File: src/rtl/fcd_pkg.sv
package fcd_pkg;

   typedef enum logic [1:0] {
      ER_IDLE  = 2'd0,
      ER_ARMED = 2'd1,
      ER_BUSY  = 2'd2
   } erase_state_e;

   // Rate and prescaler rule for a divider word: ratio in v[div_w-1:0],
   // prescale enable in v[div_w].
   function automatic logic word_ok(
      input logic [15:0]       v,
      input int                div_w,
      input longint unsigned   sys_hz,
      input longint unsigned   fmin_hz,
      input longint unsigned   fmax_hz,
      input longint unsigned   pre_thr_hz,
      input int                pre_ratio
   );
      longint unsigned period;
      longint unsigned ratio;
      logic            pre_bit;
      logic            need_pre;
      ratio    = 64'(v & 16'((1 << div_w) - 1));
      pre_bit  = v[div_w];
      need_pre = (sys_hz / 64'd2) > pre_thr_hz;
      period   = (ratio + 64'd1) * 64'd2;
      if (pre_bit) period = period * 64'(pre_ratio);
      return (pre_bit == need_pre) &&
             (sys_hz > fmin_hz * period) &&
             (sys_hz <= fmax_hz * period);
   endfunction

endpackage

File: src/rtl/fcd_scan_dr.sv
module fcd_scan_dr #(
   parameter int W = 7
) (
   input  logic         clk,
   input  logic         rst_n,
   input  logic         sel,
   input  logic         shift,
   input  logic         si,
   input  logic         update,
   output logic         so,
   output logic [W-1:0] hold_o,
   output logic         load_o
);

   if (W < 2) begin : g_bad_w
      $error("fcd_scan_dr: W must be at least 2");
   end

   logic [W-1:0] shreg_q;
   logic [W-1:0] hold_q;
   logic         load_q;

   always_ff @(posedge clk or negedge rst_n) begin
      if (!rst_n) begin
         shreg_q <= '0;
      end else if (sel && shift) begin
         shreg_q <= {si, shreg_q[W-1:1]};
      end
   end

   always_ff @(posedge clk or negedge rst_n) begin
      if (!rst_n) begin
         hold_q <= '0;
         load_q <= 1'b0;
      end else begin
         load_q <= sel && update;
         if (sel && update) hold_q <= shreg_q;
      end
   end

   assign so     = shreg_q[0];
   assign hold_o = hold_q;
   assign load_o = load_q;

   AST_HOLD_ONLY_ON_UPDATE: assert property (@(posedge clk) disable iff (!rst_n)
      !(sel && update) |=> $stable(hold_q));

   AST_SHREG_STILL_UNSELECTED: assert property (@(posedge clk) disable iff (!rst_n)
      !sel |=> $stable(shreg_q));

endmodule

File: src/rtl/fcd_divider.sv
module fcd_divider #(
   parameter int DIV_W     = 6,
   parameter int PRE_RATIO = 8
) (
   input  logic         clk,
   input  logic         rst_n,
   input  logic         load,
   input  logic [DIV_W:0] cfg,
   output logic         en_o
);

   localparam int PRE_W = (PRE_RATIO > 1) ? $clog2(PRE_RATIO) : 1;

   if (DIV_W < 1) begin : g_bad_div
      $error("fcd_divider: DIV_W must be at least 1");
   end
   if (PRE_RATIO < 1) begin : g_bad_pre
      $error("fcd_divider: PRE_RATIO must be at least 1");
   end

   logic [DIV_W:0]   cfg_q;
   logic [DIV_W-1:0] ratio;
   logic             run;
   logic             half_q;
   logic             tick2;
   logic             tick_in;
   logic [DIV_W-1:0] main_q;
   logic             en_q;

   assign ratio = cfg_q[DIV_W-1:0];
   assign run   = (ratio != '0);
   assign tick2 = half_q;

   always_ff @(posedge clk or negedge rst_n) begin
      if (!rst_n) begin
         cfg_q  <= '0;
         half_q <= 1'b0;
      end else if (load) begin
         cfg_q  <= cfg;
         half_q <= 1'b0;
      end else begin
         half_q <= run ? ~half_q : 1'b0;
      end
   end

   if (PRE_RATIO > 1) begin : g_prescale
      logic [PRE_W-1:0] pre_q;
      always_ff @(posedge clk or negedge rst_n) begin
         if (!rst_n) begin
            pre_q <= '0;
         end else if (load) begin
            pre_q <= '0;
         end else if (tick2) begin
            pre_q <= (pre_q == PRE_W'(PRE_RATIO - 1)) ? '0 : pre_q + 1'b1;
         end
      end
      assign tick_in = tick2 && (!cfg_q[DIV_W] || (pre_q == PRE_W'(PRE_RATIO - 1)));
   end else begin : g_no_prescale
      assign tick_in = tick2;
   end

   always_ff @(posedge clk or negedge rst_n) begin
      if (!rst_n) begin
         main_q <= '0;
         en_q   <= 1'b0;
      end else if (load) begin
         main_q <= '0;
         en_q   <= 1'b0;
      end else begin
         en_q <= tick_in && (main_q == ratio);
         if (tick_in) main_q <= (main_q == ratio) ? '0 : main_q + 1'b1;
      end
   end

   assign en_o = en_q;

   AST_EN_SINGLE_CYCLE: assert property (@(posedge clk) disable iff (!rst_n)
      en_q |=> !en_q);

   AST_EN_ZERO_RATIO: assert property (@(posedge clk) disable iff (!rst_n)
      (!run && !load) |=> !en_q);

endmodule

File: src/rtl/fcd_erase_seq.sv
module fcd_erase_seq
   import fcd_pkg::*;
#(
   parameter int ERASE_CYCLES = 100
) (
   input  logic clk,
   input  logic rst_n,
   input  logic load,
   input  logic cfg_ok,
   input  logic tap_idle,
   output logic req_o,
   output logic busy_o,
   output logic err_o
);

   localparam int CW = $clog2(ERASE_CYCLES + 1);

   if (ERASE_CYCLES < 2) begin : g_bad_len
      $error("fcd_erase_seq: ERASE_CYCLES must be at least 2");
   end

   erase_state_e st_q;
   logic [CW-1:0] cnt_q;
   logic          req_q;
   logic          err_q;

   always_ff @(posedge clk or negedge rst_n) begin
      if (!rst_n) begin
         err_q <= 1'b0;
      end else if (load) begin
         err_q <= !cfg_ok;
      end
   end

   always_ff @(posedge clk or negedge rst_n) begin
      if (!rst_n) begin
         st_q  <= ER_IDLE;
         cnt_q <= '0;
         req_q <= 1'b0;
      end else begin
         req_q <= 1'b0;
         case (st_q)
            ER_IDLE, ER_ARMED: begin
               if (load) begin
                  st_q <= cfg_ok ? ER_ARMED : ER_IDLE;
               end else if (st_q == ER_ARMED && tap_idle) begin
                  st_q  <= ER_BUSY;
                  req_q <= 1'b1;
                  cnt_q <= CW'(ERASE_CYCLES - 1);
               end
            end
            ER_BUSY: begin
               if (!tap_idle || cnt_q == '0) begin
                  st_q <= ER_IDLE;
               end else begin
                  cnt_q <= cnt_q - 1'b1;
               end
            end
            default: st_q <= ER_IDLE;
         endcase
      end
   end

   assign req_o  = req_q;
   assign busy_o = (st_q == ER_BUSY);
   assign err_o  = err_q;

   AST_REQ_SINGLE: assert property (@(posedge clk) disable iff (!rst_n)
      req_q |=> !req_q);

   AST_REQ_AFTER_IDLE: assert property (@(posedge clk) disable iff (!rst_n)
      req_q |-> $past(tap_idle));

   AST_NO_ERASE_ON_ERR: assert property (@(posedge clk) disable iff (!rst_n)
      req_q |-> !err_q);

   AST_ABORT_ON_EXIT: assert property (@(posedge clk) disable iff (!rst_n)
      (busy_o && !tap_idle) |=> !busy_o);

   AST_BUSY_STARTS_WITH_REQ: assert property (@(posedge clk) disable iff (!rst_n)
      !busy_o |=> (!busy_o || req_q));

endmodule

File: src/rtl/flash_tclk_divider.sv
module flash_tclk_divider
   import fcd_pkg::*;
#(
   parameter int              DIV_W        = 6,
   parameter int              PRE_RATIO    = 8,
   parameter longint unsigned SYS_HZ       = 64'd8_000_000,
   parameter longint unsigned FMIN_HZ      = 64'd150_000,
   parameter longint unsigned FMAX_HZ      = 64'd200_000,
   parameter longint unsigned PRE_THR_HZ   = 64'd12_800_000,
   parameter int              ERASE_CYCLES = 100
) (
   input  logic clk,
   input  logic rst_n,
   input  logic dr_sel,
   input  logic dr_shift,
   input  logic dr_si,
   input  logic dr_update,
   input  logic tap_idle,
   output logic dr_so,
   output logic tclk_en,
   output logic erase_req,
   output logic erase_busy,
   output logic cfg_err
);

   localparam int WORD_W = DIV_W + 1;

   if (WORD_W > 16) begin : g_bad_word
      $error("flash_tclk_divider: DIV_W must not exceed 15");
   end
   if (FMIN_HZ >= FMAX_HZ) begin : g_bad_window
      $error("flash_tclk_divider: FMIN_HZ must be below FMAX_HZ");
   end

   logic [WORD_W-1:0] hold;
   logic              load;
   logic              ok;

   fcd_scan_dr #(.W(WORD_W)) u_scan (
      .clk    (clk),
      .rst_n  (rst_n),
      .sel    (dr_sel),
      .shift  (dr_shift),
      .si     (dr_si),
      .update (dr_update),
      .so     (dr_so),
      .hold_o (hold),
      .load_o (load)
   );

   assign ok = word_ok(16'(hold), DIV_W, SYS_HZ, FMIN_HZ, FMAX_HZ, PRE_THR_HZ, PRE_RATIO);

   fcd_divider #(.DIV_W(DIV_W), .PRE_RATIO(PRE_RATIO)) u_div (
      .clk   (clk),
      .rst_n (rst_n),
      .load  (load),
      .cfg   (hold),
      .en_o  (tclk_en)
   );

   fcd_erase_seq #(.ERASE_CYCLES(ERASE_CYCLES)) u_erase (
      .clk      (clk),
      .rst_n    (rst_n),
      .load     (load),
      .cfg_ok   (ok),
      .tap_idle (tap_idle),
      .req_o    (erase_req),
      .busy_o   (erase_busy),
      .err_o    (cfg_err)
   );

endmodule

File: config.mk
export PLATFORM = sky130hd
export DESIGN_NAME = flash_tclk_divider
export DESIGN_NICKNAME = d
export VERILOG_FILES = /design/src/rtl/fcd_pkg.sv /design/src/rtl/fcd_scan_dr.sv /design/src/rtl/fcd_divider.sv /design/src/rtl/fcd_erase_seq.sv /design/src/rtl/flash_tclk_divider.sv
export SDC_FILE = /design/constraint.sdc
export NUM_CORES = 1
export LEC_CHECK = 0
export ABC_AREA = 1
export ABC_CLOCK_PERIOD_IN_PS = 5800
export BUFFER_PORTS_ARGS = -buffer_cell sky130_fd_sc_hd__buf_2
export CAP_MARGIN = 20
export CORE_MARGIN = 5
export CORE_UTILIZATION = 55
export CTS_CLUSTER_DIAMETER = 40
export DETAILED_ROUTE_END_ITERATION = 10
export GPL_TIMING_DRIVEN = 0
export HOLD_SLACK_MARGIN = 0.05
export PLACE_DENSITY = 0.81
export SETUP_SLACK_MARGIN = 0.2
export SKIP_CTS_REPAIR_TIMING = 1
export SLEW_MARGIN = 10
export SYNTH_ARGS = -nofsm -noshare
export SYNTH_HDL_FRONTEND = slang
export SYNTH_HIERARCHICAL = 1
export SYNTH_SLANG_ARGS = --single-unit
File: constraint.sdc
create_clock -name clk -period 5.8 [get_ports clk]
set_clock_uncertainty 0.15 [all_clocks]
set_input_delay 0.87 -clock clk [delete_from_list [all_inputs] [get_ports clk]]
set_output_delay 0.87 -clock clk [all_outputs]
set_load 0.01 [all_outputs]
==> results of run 1 <==
how the worst max path moves through the flow:
stage	endpoint	slack [ns]	depth (start not counted)
2_1_floorplan	u_erase/err_o$_DFFE_PN0P_	0.20	32
3_3_place_gp	u_erase/st_q[0]$_DFFE_PN0P_	-0.60	26
3_5_place_dp	u_erase/st_q[0]$_DFFE_PN0P_	-0.64	26
4_1_cts	u_erase/st_q[0]$_DFFE_PN0P_	-0.70	26
5_1_grt	u_erase/err_o$_DFFE_PN0P_	-0.49	34
6_report	u_erase/err_o$_DFFE_PN0P_	-0.28	33
routing by layer:
metal  up-vias  global-route usage [%]  part of all wire [%]
met5         -                       0                     0
li1       3871                       -                     -
met1      3586                    27.5                    44
met2       204                    36.3                    51
met3        32                    1.43                   3.6
met4         0                    3.17                   2.0
cell usage in the layout (no fill, tap or decap), types with 4 or more instances in the layout:
master	synthesis	routed
nand2_1	332	318
inv_1	265	255
ha_1	166	152
nand3_1	70	68
nor2_1	69	60
fa_1	54	52
buf_4	2	52
dfrtp_1	44	40
a21oi_1	36	35
nand2_2	19	29
o21ai_0	23	20
nand4_1	19	19
nand3_2	16	16
inv_2	7	13
nor2_2	10	13
ha_4	0	13
nand2_4	5	9
nor2_4	3	9
buf_2	1	9
nand3b_1	8	8
nor3_1	8	8
xor2_1	7	6
clkbuf_16	0	5
nand3_4	2	4
clkinvlp_4	0	4
o21bai_1	4	4
o21ai_4	0	4
buf_6	2	4
dfrtp_2	0	4
sequential cells by signal (all words and copies together) (netlist names):
name / cells
u_div/en_o: 1
u_erase/err_o: 1
u_scan/hold_o: 7
u_div/half_q: 1
u_scan/load_o: 1
u_div/cfg_q: 7
u_erase/req_o: 1
u_erase/st_q: 2
u_scan/shreg_q: 7
u_div/main_q: 6
u_erase/cnt_q: 7
u_div/g_prescale.pre_q: 3
area by class of cell:
type / instances / area (um2)
Clock inverter: 1 / 7.51
Tap cell: 188 / 235
Sequential cell: 44 / 1110
Inverter: 273 / 1040
Buffer: 7 / 67.6
Timing Repair Buffer: 60 / 438
Fill cell: 1205 / 5480
Clock buffer: 7 / 143
Multi-Input combinational cell: 879 / 6680
stage by stage:
stage	instance area (um2)	setup WS, ns	cells	hold WS (ns)	TNS [ns]
finish	9720	-0.283	1459	0.339	-0.550
global route	9720	-0.486	1459	0.362	-0.953
floorplan	8590	0.203	1203	0.292	0
CTS	9020	-0.696	1407	0.325	-1.38
global placement	8870	-0.604	1399	0.311	-1.20
detailed placement	8870	-0.642	1399	0.309	-1.27
worst max-delay path, delay by kind of cell, from the launching register on:
kind | cells | cell delay (ns)
compound gates | 4 | 0.49
simple gates | 15 | 1.64
buf+inv | 5 | 0.40
flops | 1 | 0.45
fa+ha+maj | 8 | 2.65
xor+xnor | 1 | 0.19
cells by family (layout without fill, tap and decap cells):
group	count (synthesis)	after routing	share of synthesized area [%]
flops	44	44	12.9
buf+inv	280	348	12.9
xor+xnor	10	10	1.03
compound gates	77	77	5.17
fa+ha+maj	220	220	37.1
simple gates	572	572	30.9
==> flow_summary_export.csv, run 1 <==
group,metric,value,unit
yosys,synth_edf_count,0,
routing,drtAntennaViolNets,0,
run,drv_cap,0,
yosys,synth.ff_latch_count,44,
worst_setup_path,end_kind,"flip-flop",
yosys,synth_nets,1430,
run_status,status,"complete, but fails checks",
sta,maxSlewHeadroom,35.4,%
hold_path,whs_path_depth,1,
global_route,grt_max_degree,45,
clock_tree,clk_latency,0.28,ns
global_route,grt_overflow,0,
yosys,yosysUniqueCellTypes,45,
routing,routed_wl,20700,um
sta,rsz0062_at_grt,"yes",
sta,drv_slew,0,
yosys,synth_top_area_share,24.4,%
worst_setup_path,cp-start-kind,"flip-flop",
routing,num_vias,7693,
hold_path,worstHoldStart,"u_div/g_prescale.pre_q[0]$_DFFE_PN0P_",
sta,max_slew.worst_pin.slew,0.969,ns
worst_setup_path,rr_endpoint,"u_erase/err_o$_DFFE_PN0P_",
cells_and_area,drive_gt1_share,16.4,%
routing,wire_per_inst,14.2,um
yosys,ys_top_cells_by_count,"nand2_1, inv_1, ha_1",
sta,finalSetupViolations,2,
placement,gp_congestion,0.899,
worst_setup_path,r2r-start,"u_scan/hold_o[0]$_DFFE_PN0P_",
worst_setup_path,cpMostUsedCell,"nand2_1",
global_route,grt_pass1_wl,31200,um
routing,drt_iter0_markers,479,
worst_setup_path,path_class,"flip-flop to flip-flop",
clock_tree,cts.path.max_buffers,2,
worst_setup_path,startpoint,"u_scan/hold_o[0]$_DFFE_PN0P_",
routing,viasPerCell,5.27,
yosys,avgSynthCellArea,7.08,um2
placement,dpl.hpwl,15100,um
clock_tree,cts_sinks,44,
routing,drt_pass1_iterations,5,
clock_tree,clk_pin_slew,0.06,ns
yosys,synth_warnings,6,
global_route,grt_pass1_vias,7118,
yosys,synth_most_common_cell,"nand2_1",
yosys,synthTopCellsByArea,"ha_1, nand2_1, dfrtp_1",
global_route,antenna_found_initial,0,
floorplan,die_w,134,um
yosys,yosysTopAreaCell,"ha_1",
worst_setup_path,critPathSlowestCell,"fa_2",
floorplan,ios,12,
yosys,yosysSeqAreaShare,12.9,%
clock_tree,root_buffer,"clkbuf_16",
yosys,synthFlopType,"dfrtp_1",
yosys,synthArstFlopShare,100,%
worst_setup_path,max_stage_delay,0.60,ns
floorplan,rows,45,
worst_setup_path,critPathRequiredTime,5.83,ns
cells_and_area,final_nets,1497,
run_status,violations,"negative setup slack",
hold_path,holdCritPathClass,"flip-flop to flip-flop",
sta,final_min_period_over_clock_period,105,%
clock_tree,h-tree-depth,2,
clock_tree,cts_buffers,5,
routing,drc,0,
sta,layout_setup_ws,-0.283,ns
sta,fmax,0.164,GHz
worst_setup_path,cp_max_fo,5,
worst_setup_path,r2r_cells,33,
sta,hold_viol,0,
cells_and_area,diodes,0,
global_route,track_usage,20.3,%
cells_and_area,final_util,63.9,%
yosys,synthCells,1203,
floorplan,die-area,0.0181,mm2
clock_tree,cts_tree,"built",
worst_setup_path,rrSetupSlack,-0.28,ns
sta,layout_min_cycle_time,6.08,ns
yosys,syn-cell-area,0.00851,mm2
placement,numPortBuffers,8,
floorplan,core,0.0152,mm2
cells_and_area,area_growth,14.2,%
floorplan,die_y,134,um
worst_setup_path,arrival,6.11,ns
floorplan,initial_utilization,56.0,%
hold_path,hold-path-endpoint,"u_div/g_prescale.pre_q[0]$_DFFE_PN0P_",
Power of run 1 is left out: the tool's default activity adds up to more than one toggle a clock period on the data nets, which glitch-free logic cannot reach.
==> run 2: changes to the inputs <==
- MAX_ROUTING_LAYER: unset -> met4
==> run 2 against run 1 <==
The run still ends with negative setup slack left. Utilization is 0.81 points lower. Cell area is 1.3% lower. Sequential share of layout area is 0.15 points higher. Clock-buffer cell count is 1 lower. Final cell count is 1.2% lower. Maximum frequency is 2.2% higher. Critical path depth is 7 lower. Setup slack better by 0.13 ns. Worst hold slack hardly changed. Via count is 0.86% lower. Register-to-register slack better by 0.13 ns. Die area stayed put. Critical endpoint unchanged. Largest cell class unchanged.
==> flow_summary_export.csv, run 2 (synthesized netlist as in run 1, its figures left out) <==
group,metric,value,unit
run_status,status,"complete, but fails checks",
run_status,violations,"negative setup slack",
worst_setup_path,critPathRequiredTime,5.83,ns
sta,max_slew.worst_pin.slew,0.958,ns
worst_setup_path,rr_endpoint,"u_erase/err_o$_DFFE_PN0P_",
worst_setup_path,rrSetupSlack,-0.15,ns
clock_tree,cts_tree,"built",
routing,viasPerCell,5.29,
sta,drv_slew,0,
floorplan,die_w,134,um
routing,num_vias,7627,
sta,maxSlewHeadroom,36.1,%
routing,drt_iter0_markers,508,
floorplan,initial_utilization,56.0,%
clock_tree,clk_pin_slew,0.06,ns
cells_and_area,final_common_cell,"nand2_1",
worst_setup_path,end_kind,"flip-flop",
clock_tree,root_buffer,"clkbuf_16",
floorplan,rows,45,
hold_path,holdCritPathClass,"flip-flop to flip-flop",
routing,routed_wl,19800,um
routing,drt_pass1_iterations,5,
worst_setup_path,cp-start-kind,"flip-flop",
routing,wire_per_inst,13.7,um
sta,layout_min_cycle_time,5.95,ns
floorplan,die_y,134,um
global_route,grt_pass1_wl,31300,um
run,drv_cap,0,
clock_tree,cts_sinks,44,
floorplan,die-area,0.0181,mm2
global_route,grt_overflow,0,
clock_tree,clk_latency,0.28,ns
cells_and_area,area_growth,12.7,%
worst_setup_path,cp_max_fo,5,
hold_path,whs_path_depth,2,
clock_tree,cts.path.max_buffers,2,
sta,fmax,0.168,GHz
global_route,grt_pass1_vias,7198,
worst_setup_path,path_class,"flip-flop to flip-flop",
sta,layout_setup_ws,-0.152,ns
global_route,antenna_found_initial,0,
hold_path,hold-path-endpoint,"u_div/cfg_q[6]$_DFFE_PN0P_",
placement,dpl.hpwl,15400,um
sta,finalSetupViolations,2,
cells_and_area,multi_input_area,0.00670,mm2
sta,rsz0062_at_grt,"yes",
worst_setup_path,r2r_cells,26,
worst_setup_path,r2r-start,"u_scan/hold_o[0]$_DFFE_PN0P_",
cells_and_area,final_nets,1479,
cells_and_area,diodes,0,
sta,tns,-0.286,ns
cells_and_area,regArea,0.00111,mm2
cells_and_area,final_util,63.1,%
routing,drc,0,
clock_tree,h-tree-depth,2,
worst_setup_path,arrival,5.98,ns
floorplan,ios,12,
global_route,grt_max_degree,45,
sta,final_min_period_over_clock_period,103,%
routing,drtAntennaViolNets,0,
global_route,track_usage,21.0,%
cells_and_area,fillerInstances,1277,
placement,numPortBuffers,8,
placement,pre_cts_slack,-0.674,ns
cells_and_area,drive_gt1_share,16.0,%
cells_and_area,final_cell_mix,"nand2_1, inv_1, ha_1",
hold_path,worstHoldStart,"u_div/cfg_q[6]$_DFFE_PN0P_",
clock_tree,cts_buffers,5,
sta,hold_viol,0,
floorplan,core,0.0152,mm2
placement,gp_congestion,0.916,
run 2: changes by cell type in the layout (fill, tap and decap cells not counted), sizes merged:
cell and delta:
buf -18, clkbuf -1, clkinv +1, clkinvlp -1
inv +1
run 2: worst max path at each step:
| stage | cells past startpoint | endpoint | startpoint |
|---|---|---|---|
| floorplan | 32 | u_erase/err_o$_DFFE_PN0P_ | u_scan/hold_o[0]$_DFFE_PN0P_ |
| global placement | 26 | u_erase/st_q[0]$_DFFE_PN0P_ | u_scan/hold_o[0]$_DFFE_PN0P_ |
| detailed placement | 26 | u_erase/st_q[0]$_DFFE_PN0P_ | u_scan/hold_o[0]$_DFFE_PN0P_ |
| CTS | 26 | u_erase/st_q[0]$_DFFE_PN0P_ | u_scan/hold_o[0]$_DFFE_PN0P_ |
| global route | 29 | u_erase/err_o$_DFFE_PN0P_ | u_scan/hold_o[0]$_DFFE_PN0P_ |
| finish | 26 | u_erase/err_o$_DFFE_PN0P_ | u_scan/hold_o[0]$_DFFE_PN0P_ |
run 2: routing by layer:
layer | vias to the layer above | GRT usage [%] | part of all wire (%) | wire, um
met5 | - | - | 0 | 0
met4 | 0 | 4.02 | 2.8 | 554
met3 | 46 | 1.35 | 4.0 | 783
met2 | 191 | 36.4 | 49 | 9660
met1 | 3551 | 27.4 | 44 | 8780
li1 | 3839 | - | - | -
run 2: area by class of cell:
cell class | count | area share, %
inverters | 273 | 10.9
multi-input cells | 879 | 69.8
plain buffers | 7 | 0.704
clock inverters | 2 | 0.104
clock buffers | 6 | 1.45
flip-flops and latches | 44 | 11.5
repair buffers | 42 | 3.12
well taps | 188 | 2.45
run 2: metrics by stage:
step                      hold WS (ns)  cell area [um2]  instances
after floorplan                  0.292             8590       1203
after global placement           0.311             8870       1399
after detailed placement         0.323             8870       1399
after CTS                        0.337             9020       1407
after global routing             0.364             9590       1441
final                            0.340             9590       1441
run 2: critical path, stage by stage (launching register included):
cell        delay (ns)
dfrtp_2           0.46
ha_4              0.18
nand2_4           0.06
o21bai_1          0.14
nand2_1           0.13
nor2_4            0.21
clkinvlp_4        0.17
fa_1              0.52
inv_1             0.07
fa_1              0.44
ha_1              0.31
fa_1              0.54
fa_1              0.48
ha_4              0.28
ha_4              0.29
nand2_1           0.11
nor2_2            0.18
nand3_1           0.12
nand3_1           0.11
nand2_1           0.10
o211ai_2          0.16
nand2_1           0.08
nor2_1            0.11
nand3_2           0.13
nor2_1            0.12
nand2_1           0.07
o21a_1            0.11
Power of run 2 is left out for the same reason.
==> run 3: changes to the inputs <==
- SYNTH_HIERARCHICAL: 1 -> unset
==> run 3 against run 2 <==
The run still ends with negative setup slack left. Largest cell class unchanged. Routed wire length grew 5.9%. Via count grew 0.33%. Worst hold slack lost 0.067 ns. Highest routed layer unchanged. Critical path type unchanged. Final cell count shrank 2.0%. Synthesized area shrank 5.0%.
==> flow_summary_export.csv, run 3 <==
group,metric,value,unit
run_status,status,"complete, but fails checks",
run_status,violations,"negative setup slack",
sta,rsz0062_at_grt,"yes",
cells_and_area,fillerInstances,1126,
sta,layout_min_cycle_time,6.10,ns
floorplan,initial_utilization,55.8,%
yosys,yosysUniqueCellTypes,39,
sta,fmax,0.164,GHz
cells_and_area,fin_area,0.00941,mm2
floorplan,die_y,131,um
sta,finalSetupViolations,2,
cells_and_area,multi_input_area,0.00643,mm2
yosys,synth_most_common_cell,"nand2_1",
placement,place_area,0.00843,mm2
worst_setup_path,max_stage_delay,0.53,ns
global_route,grt_overflow,0,
yosys,synthTopCellsByArea,"ha_1, nand2_1, dfrtp_1",
yosys,avgSynthCellArea,6.95,um2
clock_tree,cts_tree,"built",
routing,wire_per_inst,14.8,um
placement,gp_congestion,0.983,
clock_tree,clk_pin_slew,0.07,ns
clock_tree,cts_buffers,5,
yosys,synth_edf_count,0,
yosys,synth_top_area_share,25.7,%
yosys,yosysTopAreaCell,"ha_1",
cells_and_area,final_nets,1453,
routing,routed_wl,20900,um
global_route,grt_max_degree,45,
routing,num_vias,7652,
yosys,synthFlopType,"dfrtp_1",
worst_setup_path,end_kind,"flip-flop",
yosys,syn-cell-area,0.00808,mm2
floorplan,rows,44,
cells_and_area,regArea,0.00110,mm2
floorplan,die_w,131,um
floorplan,die-area,0.0172,mm2
yosys,synth_nets,1390,
placement,dpl.hpwl,14600,um
worst_setup_path,arrival,6.17,ns
worst_setup_path,cp-start-kind,"flip-flop",
sta,max_slew.worst_pin.slew,0.736,ns
yosys,yosysSeqAreaShare,13.6,%
routing,drtAntennaViolNets,0,
sta,drv_slew,0,
yosys,synthArstFlopShare,100,%
worst_setup_path,path_class,"flip-flop to flip-flop",
yosys,ys_top_cells_by_count,"nand2_1, inv_1, ha_1",
run,drv_cap,0,
floorplan,ios,12,
routing,drc,0,
worst_setup_path,rrSetupSlack,-0.30,ns
routing,drt_iter0_markers,730,
routing,viasPerCell,5.42,
sta,hold_viol,0,
hold_path,holdCritPathClass,"primary input to async pin",
global_route,grt_pass1_wl,29400,um
yosys,synth_warnings,0,
sta,tns,-0.555,ns
cells_and_area,final_common_cell,"nand2_1",
cells_and_area,area_growth,16.4,%
routing,drt_pass1_iterations,6,
sta,hold_slack,0.272,ns
cells_and_area,diodes,0,
worst_setup_path,cp_max_fo,5,
sta,final_min_period_over_clock_period,105,%
cells_and_area,final_cell_mix,"nand2_1, inv_1, ha_1",
clock_tree,h-tree-depth,2,
cells_and_area,drive_gt1_share,14.7,%
global_route,antenna_found_initial,0,
cells_and_area,final_util,65.0,%
worst_setup_path,critPathRequiredTime,5.87,ns
worst_setup_path,cpMostUsedCell,"fa_1",
yosys,synthCells,1164,
placement,numPortBuffers,11,
sta,maxSlewHeadroom,50.7,%
clock_tree,cts.path.max_buffers,2,
global_route,grt_pass1_vias,6581,
yosys,synth.ff_latch_count,44,
floorplan,core,0.0145,mm2
clock_tree,clk_latency,0.29,ns
sta,layout_setup_ws,-0.296,ns
worst_setup_path,critPathSlowestCell,"fa_1",
clock_tree,cts_sinks,44,
clock_tree,root_buffer,"clkbuf_16",
global_route,track_usage,20.3,%
-- run 3: cell count changes in the layout (fill, tap and decap cells not counted), moves of 3 or more --
cell	before	now
nand3_1	67	58
nand2_1	315	289
clkbuf_1	0	4
buf_4	35	41
nand3_2	18	6
nand4_1	19	13
or2_2	0	3
nor2_1	60	65
nand3_4	3	0
xor2_1	6	9
dfrtp_1	40	43
o21ai_0	20	30
dfrtp_2	4	1
nand2_2	32	19
-- run 3: area by class of cell --
class	count	area share [%]
clock buffers	6	1.48
clock inverters	2	0.160
flip-flops and latches	44	11.7
repair buffers	56	4.43
multi-input cells	839	68.4
well taps	184	2.45
inverters	276	11.2
plain buffers	5	0.213
-- run 3: per-stage QoR --
step	setup WS, ns	instances
4_1_cts	-0.857	1368
5_1_grt	-0.557	1412
6_report	-0.296	1412
2_1_floorplan	0.206	1164
3_3_place_gp	-0.701	1359
3_5_place_dp	-0.817	1360
-- run 3: kinds of logic after synthesis --
logic type / share of synthesized area (%)
compound gates: 6.62
xor+xnor: 1.63
fa+ha+maj: 38.8
buf+inv: 13.0
flops: 13.6
simple gates: 26.3
-- run 3: final timing paths --
path                       cells after the start                             startpoint                               endpoint
min in group clk                               2  u_div.g_prescale.pre_q[2]$_DFFE_PN0P_  u_div.g_prescale.pre_q[2]$_DFFE_PN0P_
max reg2reg                                   31           u_scan.hold_o[0]$_DFFE_PN0P_            u_erase.st_q[0]$_DFFE_PN0P_
min reg2reg                                    2  u_div.g_prescale.pre_q[2]$_DFFE_PN0P_  u_div.g_prescale.pre_q[2]$_DFFE_PN0P_
max in group asynchronous                      2                                  rst_n           u_scan.hold_o[0]$_DFFE_PN0P_
min                                            1                                  rst_n            u_div.main_q[5]$_DFFE_PN0P_
max                                           31           u_scan.hold_o[0]$_DFFE_PN0P_            u_erase.st_q[0]$_DFFE_PN0P_
-- run 3: worst max-delay path: cells and delay by family, from the launching register on --
kind	cells	cell delay, ns
buffers and inverters	7	0.55
flip-flops	1	0.42
AO/OA/AOI/OAI	2	0.39
AND/OR/NAND/NOR	14	1.43
adder cells (fa/ha/maj)	8	3.09
-- run 3: metal layers --
layer	routed length, um	up-vias	global-route usage, %	share of wire (%)
met3	907	90	1.91	4.3
met4	847	0	2.94	4.0
met5	0	-	-	0
li1	-	3762	-	-
met2	10300	260	34.6	49
met1	8890	3540	27.0	42
Power of run 3 is left out for the same reason.
